`src/rtl/sc_shift_pkg.sv`:
```
package sc_shift_pkg;
  // Line-level constants shared by both shifters.
  localparam logic LINE_IDLE  = 1'b1;
  localparam logic LINE_START = 1'b0;

  // Coding convention seen by the shifters.
  typedef struct packed {
    logic msb_first;
    logic invert;
  } conv_t;
endpackage

```
`src/rtl/sc_tx_shifter.sv`:
```
module sc_tx_shifter
  import sc_shift_pkg::*;
#(
  parameter int unsigned DATA_W = 8
) (
  input  logic              clk,
  input  logic              rst,
  input  logic              bit_en,
  input  conv_t             conv,
  input  logic              wr,
  input  logic [DATA_W-1:0] wdata,
  input  logic              resend,
  output logic              busy,
  output logic              line
);
  localparam int unsigned CW = $clog2(DATA_W + 3);
  localparam logic [CW-1:0] LAST_DATA = CW'(DATA_W);
  localparam logic [CW-1:0] PAR_SLOT  = CW'(DATA_W + 1);

  logic [DATA_W-1:0] hold_q, rot_q;
  logic              pend_q, again_q;
  logic [CW-1:0]     slot_q;
  logic              head_bit;
  logic [DATA_W-1:0] rot_next;

  // The rotation keeps every bit, so after DATA_W steps the character is restored.
  always_comb begin
    if (conv.msb_first) begin
      head_bit = rot_q[DATA_W-1];
      rot_next = {rot_q[DATA_W-2:0], rot_q[DATA_W-1]};
    end else begin
      head_bit = rot_q[0];
      rot_next = {rot_q[0], rot_q[DATA_W-1:1]};
    end
  end

  always_ff @(posedge clk) begin
    if (rst) begin
      hold_q  <= '0;
      rot_q   <= '0;
      pend_q  <= 1'b0;
      again_q <= 1'b0;
      slot_q  <= '0;
      busy    <= 1'b0;
      line    <= LINE_IDLE;
    end else begin
      if (bit_en) begin
        if (!busy) begin
          if (pend_q || again_q) begin
            if (pend_q) rot_q <= hold_q;
            pend_q  <= 1'b0;
            again_q <= 1'b0;
            busy    <= 1'b1;
            slot_q  <= CW'(1);
            line    <= LINE_START;
          end
        end else if (slot_q <= LAST_DATA) begin
          line   <= head_bit ^ conv.invert;
          rot_q  <= rot_next;
          slot_q <= slot_q + CW'(1);
        end else if (slot_q == PAR_SLOT) begin
          line   <= (^rot_q) ^ conv.invert;
          slot_q <= slot_q + CW'(1);
        end else begin
          line   <= LINE_IDLE;
          busy   <= 1'b0;
          slot_q <= '0;
        end
      end
      // Requests arriving in a start cycle survive the clear above.
      if (wr) begin
        hold_q <= wdata;
        pend_q <= 1'b1;
      end
      if (resend) again_q <= 1'b1;
    end
  end
endmodule

```
`src/rtl/sc_rx_shifter.sv`:
```
module sc_rx_shifter
  import sc_shift_pkg::*;
#(
  parameter int unsigned DATA_W = 8
) (
  input  logic              clk,
  input  logic              rst,
  input  logic              bit_en,
  input  conv_t             conv,
  input  logic              line,
  input  logic              rd,
  output logic [DATA_W-1:0] data,
  output logic              full,
  output logic              par_err,
  output logic              overrun
);
  localparam int unsigned CW = $clog2(DATA_W + 2);
  localparam logic [CW-1:0] LAST_DATA = CW'(DATA_W);

  logic [DATA_W-1:0] sh_q;
  logic [CW-1:0]     slot_q;
  logic              active_q;
  logic              bit_log;
  logic              store;

  assign bit_log = line ^ conv.invert;
  assign store   = bit_en && active_q && (slot_q > LAST_DATA);

  always_ff @(posedge clk) begin
    if (rst) begin
      sh_q     <= '0;
      slot_q   <= '0;
      active_q <= 1'b0;
      data     <= '0;
      full     <= 1'b0;
      par_err  <= 1'b0;
      overrun  <= 1'b0;
    end else begin
      if (bit_en) begin
        if (!active_q) begin
          if (line == LINE_START) begin
            active_q <= 1'b1;
            slot_q   <= CW'(1);
          end
        end else if (slot_q <= LAST_DATA) begin
          if (conv.msb_first) sh_q <= {sh_q[DATA_W-2:0], bit_log};
          else                sh_q <= {bit_log, sh_q[DATA_W-1:1]};
          slot_q <= slot_q + CW'(1);
        end else begin
          active_q <= 1'b0;
          slot_q   <= '0;
          data     <= sh_q;
          par_err  <= bit_log ^ (^sh_q);
        end
      end
      if (store)   full <= 1'b1;
      else if (rd) full <= 1'b0;
      if (store && full && !rd) overrun <= 1'b1;
      else if (rd)              overrun <= 1'b0;
    end
  end
endmodule

```
`src/rtl/sc_char_shifter.sv`:
```
module sc_char_shifter
  import sc_shift_pkg::*;
#(
  parameter int unsigned DATA_W = 8
) (
  input  logic              clk,
  input  logic              rst,
  input  logic              bit_en,
  input  logic              msb_first,
  input  logic              invert,
  input  logic              tx_wr,
  input  logic [DATA_W-1:0] tx_data,
  input  logic              tx_resend,
  output logic              tx_busy,
  output logic              ser_out,
  input  logic              ser_in,
  input  logic              rx_read,
  output logic [DATA_W-1:0] rx_data,
  output logic              rx_full,
  output logic              rx_parity_err,
  output logic              rx_overrun
);
  conv_t conv;
  assign conv = '{msb_first: msb_first, invert: invert};

  sc_tx_shifter #(.DATA_W(DATA_W)) u_tx (
    .clk(clk), .rst(rst), .bit_en(bit_en), .conv(conv),
    .wr(tx_wr), .wdata(tx_data), .resend(tx_resend),
    .busy(tx_busy), .line(ser_out)
  );

  sc_rx_shifter #(.DATA_W(DATA_W)) u_rx (
    .clk(clk), .rst(rst), .bit_en(bit_en), .conv(conv),
    .line(ser_in), .rd(rx_read), .data(rx_data), .full(rx_full),
    .par_err(rx_parity_err), .overrun(rx_overrun)
  );
endmodule

```
`config.mk`:
```
export PLATFORM = sky130hd
export DESIGN_NAME = sc_char_shifter
export DESIGN_NICKNAME = d
export VERILOG_FILES = /design/src/rtl/sc_shift_pkg.sv /design/src/rtl/sc_tx_shifter.sv /design/src/rtl/sc_rx_shifter.sv /design/src/rtl/sc_char_shifter.sv
export SDC_FILE = /design/constraint.sdc
export NUM_CORES = 1
export LEC_CHECK = 0
export ABC_AREA = 1
export BUFFER_PORTS_ARGS = -buffer_cell sky130_fd_sc_hd__buf_2
export CAP_MARGIN = 20
export CORE_MARGIN = 5
export CORE_UTILIZATION = 35
export DETAILED_ROUTE_END_ITERATION = 16
export SLEW_MARGIN = 5
export SYNTH_ARGS = -nofsm -noshare
export SYNTH_HDL_FRONTEND = slang
export SYNTH_SLANG_ARGS = --single-unit
```
`constraint.sdc`:
```
create_clock -name clk -period 1.3 [get_ports clk]
set_input_delay 0.065 -clock clk [delete_from_list [all_inputs] [get_ports clk]]
set_output_delay 0.065 -clock clk [all_outputs]
set_load 0.01 [all_outputs]
```
==> impl_metrics.json <==
{
  "status": "finished, final reports clean",
  "routed_wl_mm": 5.85,
  "drive_gt1_frac": 0.258,
  "drt_iter0_drc": 137,
  "ios": 30,
  "start_util": 0.359,
  "crit_path_start_kind": "register",
  "maxCapViolCount": 0,
  "peakVddDrop_mv": 0.440,
  "worst_pin_slew_ps": 279,
  "finalMaxSlewViolations": 0,
  "path_cells": "inv_2, buf_4, ha_1, nand3_1, nand3_1, nand2_2, nand2_2, o21ai_0, nor2_1",
  "yosys_register_bits": 48,
  "period_needed_ps": 1280,
  "fin_util": 0.459,
  "h-tree-depth": 2,
  "ctsLongestPathBuffers": 2,
  "synth_area_sq_um": 2430,
  "fin_skew_ps": 8.40,
  "worst_path_largest_cell_delay_ps": 340,
  "grt_use_total": 0.139,
  "die_h_um": 93.3,
  "cts_buffers": 5,
  "ys_warn_count": 0,
  "p_clk_frac": 0.297,
  "dr_total_vias": 2404,
  "cts.sinks": 48,
  "post-route-drc-count": 0,
  "hold_path_class": "in2reg",
  "insertion_delay_ps": 310,
  "synth_cell_types": 28,
  "rsz0062_at_grt": "true",
  "core_region_area_sq_um": 6760,
  "wl_per_cell_um": 11.8,
  "whs_ps": 68.1,
  "grt_overflow_total": 0,
  "r2r-end": "u_tx.slot_q[3]",
  "setup_viol": 0,
  "cp-startpoint": "u_tx.slot_q[1]",
  "die_x_um": 93.3,
  "vias_per_cell": 4.83,
  "cts_tree": "done",
  "first_global_vias": 2248,
  "fmax_mhz": 784,
  "seq_area_frac_synth": 0.396,
  "dp_hpwl_mm": 3.95,
  "synth_nets": 383,
  "power.density_nw_per_um2": 1050,
  "worst-setup-path-type": "reg2reg",
  "slew_headroom": 0.813,
  "swShare": 0.304,
  "portBuffers": 29,
  "cpMaxStageDelayCell": "dfxtp_2",
  "power_frac_comb": 0.201,
  "r2r_start": "u_tx.slot_q[1]",
  "cts.clk_slew.worst_paths_ps": 90,
  "critPathArrivalTime_ps": 1470,
  "postRouteAntennaNets": 0,
  "drt-pass1-iter-count": 4,
  "rr_worst_depth": 9,
  "cp-end-kind": "register",
  "post-route-period-util": 0.982,
  "finalHoldViolations": 0,
  "reg2reg_slack_ps": 20,
  "gp_congestion": 0.796,
  "dieArea_sq_um": 8700,
  "worstPathMaxFanout": 2,
  "power.switching_mw": 0.989,
  "diodes": 0,
  "crit_required_ps": 1490,
  "rows": 30,
  "worstSetupEndpoint": "u_tx.slot_q[3]",
  "n_fill_cell": 695,
  "syn_area_per_cell_sq_um": 6.73,
  "area_growth_pct": 27.8,
  "fin_nets": 439,
  "grt_max_degree": 37,
  "clock-root-buffer": "clkbuf_8",
  "p_int_mw": 2.27,
  "seq_power_share": 0.502,
  "p_leak_nw": 1.37,
  "grt_pass1_wl_mm": 10.1,
  "synthCells": 361,
  "antenna_found_initial": 0
}
logic make-up after synthesis:
family                   share of synthesized area
XOR/XNOR                                    0.0108
flip-flops                                   0.396
AO/OA/AOI/OAI                                0.202
buffers and inverters                       0.0907
adder cells (fa/ha/maj)                     0.0258
AND/OR/NAND/NOR                              0.275
registers in the layout (all words and copies together) (netlist names):
register       count
u_tx.busy          1
u_tx.line          1
u_tx.again_q       1
u_rx.slot_q        4
u_rx.full          1
u_tx.hold_q        8
u_tx.pend_q        1
u_rx.overrun       1
u_tx.rot_q         8
u_tx.slot_q        4
u_rx.par_err       1
u_rx.active_q      1
u_rx.sh_q          8
u_rx.data          8
power groups by stage:
stage	sequential (mW)	clock (mW)	combinational (mW)
5_1_grt	1.65	1.04	0.751
3_5_place_dp	1.65	0	0.571
2_1_floorplan	1.64	0	0.405
3_3_place_gp	1.65	0	0.562
6_report	1.63	0.968	0.655
4_1_cts	1.62	0.988	0.606
worst min path at each step:
stage / from / to / cells after the start / slack, ps
6_report: ser_in / u_rx.active_q / 4 / 70
5_1_grt: ser_in / u_rx.active_q / 4 / 100
4_1_cts: ser_in / u_rx.active_q / 4 / 70
3_5_place_dp: tx_resend / u_tx.again_q / 3 / 290
3_3_place_gp: tx_resend / u_tx.again_q / 3 / 280
2_1_floorplan: tx_resend / u_tx.again_q / 2 / 180
cell usage in the layout, fill, tap and decap left out, types with 4 or more instances in the layout:
cell type        n
a31oi_1         15
nor2_1          30
dlygate4sd3_1   10
nand2_4          4
o21ai_0         23
o21ai_2          5
a21oi_1         20
nand2_1        101
nand2_2          6
o21ai_1         18
clkbuf_8         6
buf_4           15
dfxtp_1         33
dfxtp_2         15
buf_2           29
nand3_1         18
inv_1           29
inv_2            8
synthesized netlist by cell type, drive strengths merged:
cell    count  area share
nand2     111        0.17
dfxtp      48        0.40
o21ai      46       0.096
inv        38       0.059
nor2       30       0.046
a21oi      20       0.041
nand3      19       0.044
a31oi      17       0.044
clkbuf      6      0.0093
ha          5       0.026
a211oi      4       0.014
buf         4       0.013
clkinv      4      0.0093
or2         3      0.0077
o21a        2      0.0062
xor2        2      0.0072
nor3        1      0.0021
xnor2       1      0.0036
metal layers:
metal / routed length (um) / GRT usage / up-vias
met5: 0 / 0 / -
met4: 58 / 0.0330 / 0
met3: 206 / 0.0306 / 6
met2: 2600 / 0.229 / 35
met1: 2980 / 0.186 / 1071
li1: - / - / 1292
per-stage QoR:
| step | worst slack [ps] | cell area, sq um | std cells | TNS (ps) | power, mW |
|---|---|---|---|---|---|
| finish | 24.0 | 3100 | 498 | 0 | 3.26 |
| global placement | -33.4 | 2750 | 476 | -253 | 2.22 |
| floorplan | 4.09 | 2430 | 361 | 0 | 2.05 |
| CTS | -6.97 | 2970 | 495 | -15.5 | 3.21 |
| global route | -62.5 | 3100 | 498 | -465 | 3.44 |
| detailed placement | -70.1 | 2750 | 476 | -622 | 2.23 |
critical path, delay by kind of cell, from the launching register on:
kind / cells / cell delay (ps)
simple gates: 5 / 420
compound gates: 1 / 70
flops: 1 / 340
fa+ha+maj: 1 / 180
buf+inv: 2 / 170
final cells by class:
class	count	area (sq um)	area share
multi-input combinational	261	1330	0.429
sequential	48	980	0.316
timing repair buffer	57	400	0.129
inverter	42	178	0.0573
tap	80	100	0.0323
clock buffer	6	82.6	0.0266
clock inverter	2	15.0	0.00484
timing repair inverter	2	15.0	0.00484
timing repair:
item                                   in CTS  in global routing
pin swaps                                   0                  4
setup endpoints to repair                  25                 35
resized for setup                           7                 57
hold buffers                               10                  0
gates cloned                                1                  1
buffers inserted                            0                  2
endpoints found under the hold margin      10                  0
Note: power is estimated with default switching activity, not from simulation.
